**config.mk**
```make
export PLATFORM = sky130hd
export DESIGN_NAME = apb_regfile_sub
export DESIGN_NICKNAME = d
export VERILOG_FILES = /design/src/rtl/apb_rf_pkg.sv /design/src/rtl/rf_wait_timer.sv /design/src/rtl/rf_access_check.sv /design/src/rtl/rf_byte_store.sv /design/src/rtl/apb_regfile_sub.sv
export SDC_FILE = /design/constraint.sdc
export NUM_CORES = 1
export LEC_CHECK = 0
export ABC_AREA = 1
export ABC_CLOCK_PERIOD_IN_PS = 4250
export CAP_MARGIN = 20
export CORE_MARGIN = 2
export CORE_UTILIZATION = 30
export DETAILED_ROUTE_END_ITERATION = 8
export SLEW_MARGIN = 20
export SYNTH_ARGS = -nofsm -noshare
export SYNTH_HDL_FRONTEND = slang
export SYNTH_SLANG_ARGS = --single-unit
```
**constraint.sdc**
```tcl
create_clock -name clk -period 4.25 [get_ports clk]
set_input_delay 1.275 -clock clk [delete_from_list [all_inputs] [get_ports clk]]
set_output_delay 1.275 -clock clk [all_outputs]
set_load 0.02 [all_outputs]
```
**src/rtl/apb_rf_pkg.sv**
```systemverilog
package apb_rf_pkg;
  localparam int ADDR_W    = 8;
  localparam int DATA_W    = 32;
  localparam int NUM_WORDS = 4;
  localparam int LATENCY   = 4;
  localparam int RO_IDX    = 3;
  localparam int PRIV_IDX  = 2;
  localparam logic [DATA_W-1:0] RO_INIT = 32'hC0DE_0001;

  localparam int LANES = DATA_W / 8;
  localparam int IDX_W = (NUM_WORDS > 1) ? $clog2(NUM_WORDS) : 1;
  localparam int CNT_W = $clog2(LATENCY + 1);

  typedef enum logic [1:0] {
    ACC_OK       = 2'd0,
    ACC_UNMAPPED = 2'd1,
    ACC_RDONLY   = 2'd2,
    ACC_PRIV     = 2'd3
  } acc_status_e;
endpackage

```
**src/rtl/rf_wait_timer.sv**
```systemverilog
module rf_wait_timer #(
  parameter int LAT   = 4,
  parameter int CNT_W = 3
) (
  input  logic             clk,
  input  logic             rst,
  input  logic             sel_i,
  input  logic             enable_i,
  output logic             ready_o,
  output logic             finish_o,
  output logic [CNT_W-1:0] count_o
);
  localparam logic [CNT_W-1:0] LAST = CNT_W'(LAT - 1);

  logic [CNT_W-1:0] cnt_q;
  logic             rdy_q;

  initial begin
    if (LAT < 2) $error("rf_wait_timer: LAT must be at least 2");
  end

  // Cycle in which the next edge raises ready.
  assign finish_o = sel_i & enable_i & ~rdy_q & (cnt_q == LAST);

  always_ff @(posedge clk) begin
    if (rst) begin
      cnt_q <= '0;
      rdy_q <= 1'b0;
    end else begin
      rdy_q <= finish_o;
      if (sel_i & enable_i & rdy_q) begin
        cnt_q <= '0;
      end else if (sel_i & ~enable_i) begin
        cnt_q <= CNT_W'(1);
      end else if (sel_i & enable_i & (cnt_q < CNT_W'(LAT))) begin
        cnt_q <= cnt_q + 1'b1;
      end
    end
  end

  assign ready_o = rdy_q;
  assign count_o = cnt_q;

  assert_latency_met_R1: assert property (@(posedge clk) disable iff (rst)
    rdy_q |-> (cnt_q == CNT_W'(LAT)));
  assert_ready_in_access_R2: assert property (@(posedge clk) disable iff (rst)
    rdy_q |-> (sel_i & enable_i));
  assert_ready_pulse_R2: assert property (@(posedge clk) disable iff (rst)
    rdy_q |=> !rdy_q);
endmodule

```
**src/rtl/rf_access_check.sv**
```systemverilog
module rf_access_check
  import apb_rf_pkg::*;
#(
  parameter int AW       = 8,
  parameter int WORDS    = 4,
  parameter int RO_WORD  = 3,
  parameter int PRV_WORD = 2
) (
  input  logic          [AW-1:0] addr_i,
  input  logic                   write_i,
  input  logic          [2:0]    prot_i,
  output acc_status_e            status_o,
  output logic          [AW-3:0] word_o
);
  logic [AW-3:0] w;
  assign w      = addr_i[AW-1:2];
  assign word_o = w;

  // Priority: unmapped, then read-only, then privilege.
  always_comb begin
    if (int'(w) >= WORDS)                          status_o = ACC_UNMAPPED;
    else if (write_i && int'(w) == RO_WORD)        status_o = ACC_RDONLY;
    else if (int'(w) == PRV_WORD && !prot_i[0])    status_o = ACC_PRIV;
    else                                           status_o = ACC_OK;
  end
endmodule

```
**src/rtl/rf_byte_store.sv**
```systemverilog
module rf_byte_store #(
  parameter int              DW     = 32,
  parameter int              WORDS  = 4,
  parameter int              IW     = 2,
  parameter int              RO_WORD = 3,
  parameter logic [DW-1:0]   RO_VAL = '0
) (
  input  logic              clk,
  input  logic              rst,
  input  logic              we_i,
  input  logic [IW-1:0]     idx_i,
  input  logic [DW/8-1:0]   strb_i,
  input  logic [DW-1:0]     wdata_i,
  output logic [DW-1:0]     rdata_o
);
  localparam int NL = DW / 8;

  logic [DW-1:0] mem [WORDS];

  always_ff @(posedge clk) begin
    if (rst) begin
      for (int w = 0; w < WORDS; w++) mem[w] <= (w == RO_WORD) ? RO_VAL : '0;
    end else if (we_i) begin
      for (int b = 0; b < NL; b++) begin
        if (strb_i[b]) mem[idx_i][8*b +: 8] <= wdata_i[8*b +: 8];
      end
    end
  end

  assign rdata_o = mem[idx_i];

  assert_ro_word_fixed_R6: assert property (@(posedge clk) disable iff (rst)
    mem[RO_WORD] == RO_VAL);
endmodule

```
**src/rtl/apb_regfile_sub.sv**
```systemverilog
module apb_regfile_sub
  import apb_rf_pkg::*;
(
  input  logic              clk,
  input  logic              rst,
  input  logic              sel_i,
  input  logic              enable_i,
  input  logic              write_i,
  input  logic [ADDR_W-1:0] addr_i,
  input  logic [DATA_W-1:0] wdata_i,
  input  logic [LANES-1:0]  strb_i,
  input  logic [2:0]        prot_i,
  output logic [DATA_W-1:0] rdata_o,
  output logic              ready_o,
  output logic              err_o
);
  logic              rdy;
  logic              finish;
  logic [CNT_W-1:0]  cnt;
  acc_status_e       status;
  logic [ADDR_W-3:0] word;
  logic [DATA_W-1:0] store_rd;
  logic              commit;
  logic              bad;
  logic [DATA_W-1:0] rdata_q;
  logic              err_q;

  rf_wait_timer #(.LAT(LATENCY), .CNT_W(CNT_W)) u_timer (
    .clk(clk), .rst(rst), .sel_i(sel_i), .enable_i(enable_i),
    .ready_o(rdy), .finish_o(finish), .count_o(cnt)
  );

  rf_access_check #(.AW(ADDR_W), .WORDS(NUM_WORDS), .RO_WORD(RO_IDX),
                    .PRV_WORD(PRIV_IDX)) u_check (
    .addr_i(addr_i), .write_i(write_i), .prot_i(prot_i),
    .status_o(status), .word_o(word)
  );

  assign bad    = (status != ACC_OK);
  assign commit = sel_i & enable_i & rdy & write_i & ~bad;

  rf_byte_store #(.DW(DATA_W), .WORDS(NUM_WORDS), .IW(IDX_W),
                  .RO_WORD(RO_IDX), .RO_VAL(RO_INIT)) u_store (
    .clk(clk), .rst(rst), .we_i(commit), .idx_i(word[IDX_W-1:0]),
    .strb_i(strb_i), .wdata_i(wdata_i), .rdata_o(store_rd)
  );

  always_ff @(posedge clk) begin
    if (rst) begin
      rdata_q <= '0;
      err_q   <= 1'b0;
    end else begin
      err_q   <= finish & bad;
      rdata_q <= (finish & ~bad & ~write_i) ? store_rd : '0;
    end
  end

  assign ready_o = rdy;
  assign err_o   = err_q;
  assign rdata_o = rdata_q;

  assert_err_needs_ready_R4: assert property (@(posedge clk) disable iff (rst)
    err_q |-> rdy);
  assert_rdata_idle_R11: assert property (@(posedge clk) disable iff (rst)
    !rdy |-> (rdata_q == '0));
  assert_err_read_zero_R11: assert property (@(posedge clk) disable iff (rst)
    err_q |-> (rdata_q == '0));
endmodule

```
* Word level (Yosys, flattened, before mapping)
Memories as Yosys holds them, arrays and structs flattened. A register that Yosys moved wholly into a read port is not among the register bits.
Cells that the tools add are included.
** Storage, ports and cells
- Register bits :: 5
- Memory bits (writable) :: 128
- Input bits :: 52
- Output and inout port bits :: 34
- Logic and storage cells :: 62
- Memories kept :: 1
** Operators by class
- Add/sub/neg operators :: 1
- Order comparisons :: 2
- Equality and inequality tests :: 3
- Muxes and demuxes :: 26
- Bitwise operators :: 16
- Reductions and logical operators :: 9
** Memories
- u_store.mem :: depth 4, width 32, read ports 1, clocked after memory_dff 1, write ports 4, line rf_byte_store.sv:18 : logic [DW-1:0] mem [WORDS];
** Operator list (number)
- $mux 32 :: 1
- $reduce_or 32->1 :: 1
- $mux 1 :: 20
- $eq 6x3->1 const B :: 2
- $and 1x1->1 :: 11
- $mux 2 :: 4
- $ge 6x3->1 const B :: 1
- $not 1->1 :: 5
- $mux 4 :: 1
- $reduce_bool 2->1 :: 2
- $reduce_or 2->1 :: 2
- $add 3x1->3 const B :: 1
- $eq 3x2->1 const B :: 1
- $lt 3x3->1 const B :: 1
- $reduce_or 3->1 :: 1
- $logic_and 1x1->1 :: 2
- $logic_not 1->1 :: 1

* Logic depth before layout (Yosys ltp)
- Depth in word-level cells :: 13
- Depth in mapped cells :: 11
- Depth with buffers taken out :: 10

* By module
Synthesis repeated with hierarchy kept, for this count alone.
** Unflattened totals
- Cell total of the unflattened synthesis :: 676
- Area, all modules :: 7252.0 um2
** Modules (own cells, without submodules)
- rf_byte_store :: instances 1, cells an instance 523, area an instance 5889.4 um2, sequential area each 3843.7 um2
- apb_regfile_sub :: instances 1, cells an instance 109, area an instance 1069.8 um2, sequential area each 660.6 um2
- rf_wait_timer :: instances 1, cells an instance 30, area an instance 210.2 um2, sequential area each 80.1 um2
- rf_access_check :: instances 1, cells an instance 14, area an instance 82.6 um2, sequential area each 0.0 um2

* Least setup slack after synthesis
No wires, ideal clock.
- Kind :: input to register
- Start :: input addr_i[3]
- End :: memory u_store.mem[1][10] (enable)
- Library setup time :: 0.329 ns
- Arrival :: 2.614 ns
- Data required time :: 3.921 ns
- Setup slack :: 1.307 ns
- Cell stages on the path :: 11
- Buffers on the path :: 2
- Path through :: buf_6 -> nand2_1 -> inv_2 -> nand2_1 -> nand3_4 -> nor2_8 -> o211ai_2 -> nand2_4 -> buf_12 -> nand4_4 -> nand2_1
** RTL lines
- from (decl) :: line apb_regfile_sub.sv:9 : input logic [ADDR_W-1:0] addr_i,
- to (decl) :: line rf_byte_store.sv:18

==> results.yml <==
run_status:
  status: "finished, final reports clean"
floorplanning:
  die_area_mm2: 0.02414
  die_h_um: 155.4
  die_w_um: 155.4
  core_area_mm2: 0.02257
  start_util_pct: 30.45
  std_cell_rows: 55
  io_pins: 86
cells_and_area:
  design_area_mm2: 0.008563
  num-nets-final: 782
  multiInputGateArea_mm2: 0.001827
  regArea_mm2: 0.004584
  layout-drive-gt1-share_pct: 10.26
  fillers: 2192
  area_growth_pct: 24.57
logic_synthesis:
  syn_area_mm2: 0.006874
  ys_ff_latch: 165
  synthMuxAreaShare_pct: 0
  post-synth-top-count-cell: "nor2_1"
  synth_commonest_cells: "nor2_1, edfxtp_1, inv_1, nand2_1, dfxtp_1"
  synth_top_area_share_pct: 55.92
  synth_compound_area_share_pct: 7.554
  synthCells: 643
  yosys.area_share.simple_pct: 18.53
  yosysUniqueCellTypes: 30
  async_flop_share_pct: 0
  syn_avg_cell_area_um2: 10.69
  yosys.area_share.adder_pct: 0.3640
  yosysTopAreaCell: "edfxtp_1"
  synthesis.nets: 697
  synth_top_family_by_area: "simple AND/OR/NAND/NOR gates"
  yosysWarnings: 0
  ys_top_cells_by_area: "edfxtp_1, dfxtp_1, nor2_1, inv_1, nand2_1"
  ys_seq_area_share_pct: 66.69
  synthXorXnorAreaFrac_pct: 0.1274
  synth_edf_count: 128
  ys.flop_type: "edfxtp_1"
drt:
  wire_per_inst_um: 15.50
  met3WireLength_um: 895
  wl_met1_um: 7260
  routed.top_layer: "met4"
  wl_met2_um: 7600
  viasPerCell: 4.515
  detail_route.first_pass.iterations: 5
  routed-via-count: 4637
  wl_um: 15920
  ant_nets: 0
  drc: 0
  first_iter_violations: 306
power_and_ir_drop:
  leakage_nw: 3.370
  p_per_area_mw_per_mm2: 399.3
  vdd_ir_drop_max_v: 0.0002283
setup_path:
  worst_setup_path_start_kind: "primary input"
  crit_fanout: 22
  r2r_cells: 6
  crit_required_ns: 4.32
  path_class: "in -> reg"
  timing.critical_path.to_type: "flip-flop"
  worstPathArrival_ns: 3.66
clock_tree:
  insertion_delay_ns: 0.42
  cts_tree: "done"
  cts_sinks: 165
  cts_root_buffer: "clkbuf_16"
  numCtsBuffers: 17
  cts_setup_buffers: 0
  cts.path.max_buffers: 2
  htreeDepth: 4
  hold_buffers: 0
  ctsResizeCount: 0
  clk_pin_slew_worst_paths_ns: 0.06
global_routing:
  overflow: 0
  grt_pass1_wl_um: 25030
  grtUsageTotal_pct: 13.84
  antenna_found_initial: 1
  grt_max_degree: 38
  grt_pass1_vias: 4699
min_path:
  hold_depth: 2
  hp-class: "reg -> reg"
timing:
  worst_pin_slew_ns: 0.7557
  hold_violations: 0
  rsz0062_at_grt: "false"
  period_share_pct: 84.51
  tns_ns: 0
  slew_headroom_pct: 49.55
  finalClockSkew_ns: 0.007178
  finalMaxSlewViolations: 0
  finalCriticalPeriod_ns: 3.592
  fmax_mhz: 278.4
  setup_viol: 0
place:
  place_hpwl_um: 9635
  place_congestion: 0.7404
  placed_cell_area_mm2: 0.007999
  portBuffers: 81
run:
  drv_cap: 0
## sequential cells by signal, summed over array words and instances, names as in the netlist
register         cells
err_o                1
rdata_o             32
u_store.mem        128
u_timer.count_o      3
u_timer.ready_o      1
## metrics by stage
step	total power, mW	hold WS [ns]	util, %	instances	setup slack (ns)
2_1_floorplan	1.910	0.4514	-	643	1.307
4_1_cts	3.452	0.4998	37.93	1026	0.6715
3_3_place_gp	1.998	0.4689	35.44	994	0.2768
5_1_grt	3.533	0.5292	37.93	1026	0.5380
3_5_place_dp	2.002	0.4914	35.44	994	0.2268
6_report	3.420	0.4908	37.94	1027	0.6583
## final timing paths
kind | end | startpoint | slack [ns]
setup / recovery | u_store.mem[1][19]$_SDFFCE_PN0P_ | addr_i[3] | 0.66
hold / removal | u_timer.count_o[1]$_SDFFE_PP0P_ | u_timer.count_o[1]$_SDFFE_PP0P_ | 0.49
setup reg to reg | u_store.mem[1][19]$_SDFFCE_PN0P_ | u_timer.ready_o$_SDFF_PP0_ | 1.91
hold reg to reg | u_timer.count_o[1]$_SDFFE_PP0P_ | u_timer.count_o[1]$_SDFFE_PP0P_ | 0.49
## critical path, cell delays in order
cell             delay, ns
clkdlybuf4s50_1       0.61
inv_12                0.21
nor2_4                0.06
nand2_4               0.06
nand3_4               0.09
nor2_8                0.17
o211ai_2              0.12
nand2_4               0.37
nand4_4               0.26
nand2_1               0.41
## per-layer routing
layer / GRT usage (%) / vias to the layer above
met1: 17.62 / 2203
met2: 22.86 / 116
met5: 0 / -
met4: 4.281 / 0
met3: 3.955 / 13
li1: - / 2305
## area by class of cell
class	instances	share of cell area [%]
Tap cell	285	4.164
Inverter	82	3.741
Multi-Input combinational cell	367	21.33
Sequential cell	165	53.54
Clock buffer	21	5.377
Timing Repair Buffer	95	10.64
Antenna cell	1	0.02922
Clock inverter	11	1.184
## kinds of logic (layout without fill, tap and decap cells)
family | count (synthesis) | after routing
other | 0 | 1
adder cells (fa/ha/maj) | 2 | 2
XOR/XNOR | 1 | 1
flip-flops | 165 | 165
AO/OA/AOI/OAI | 88 | 88
AND/OR/NAND/NOR | 276 | 276
buffers and inverters | 111 | 209
## power breakdown
group          switching, mW  leakage (nW)  internal [mW]
Combinational          0.116          1.51         0.0679
Clock                  0.616         0.267          0.838
Sequential            0.0105          1.59           1.77
Total                  0.743          3.37           2.68
## placed cells by master (no fill, tap or decap), drive strengths merged, types with 15 or more instances in the layout
cell type / instances
a22oi: 19
o21ai: 33
inv: 83
nor2: 177
dfxtp: 37
clkdlybuf4s50: 80
buf: 15
nand2: 83
clkbuf: 21
edfxtp: 128
a21oi: 21
(Power assumes the default switching activity.)
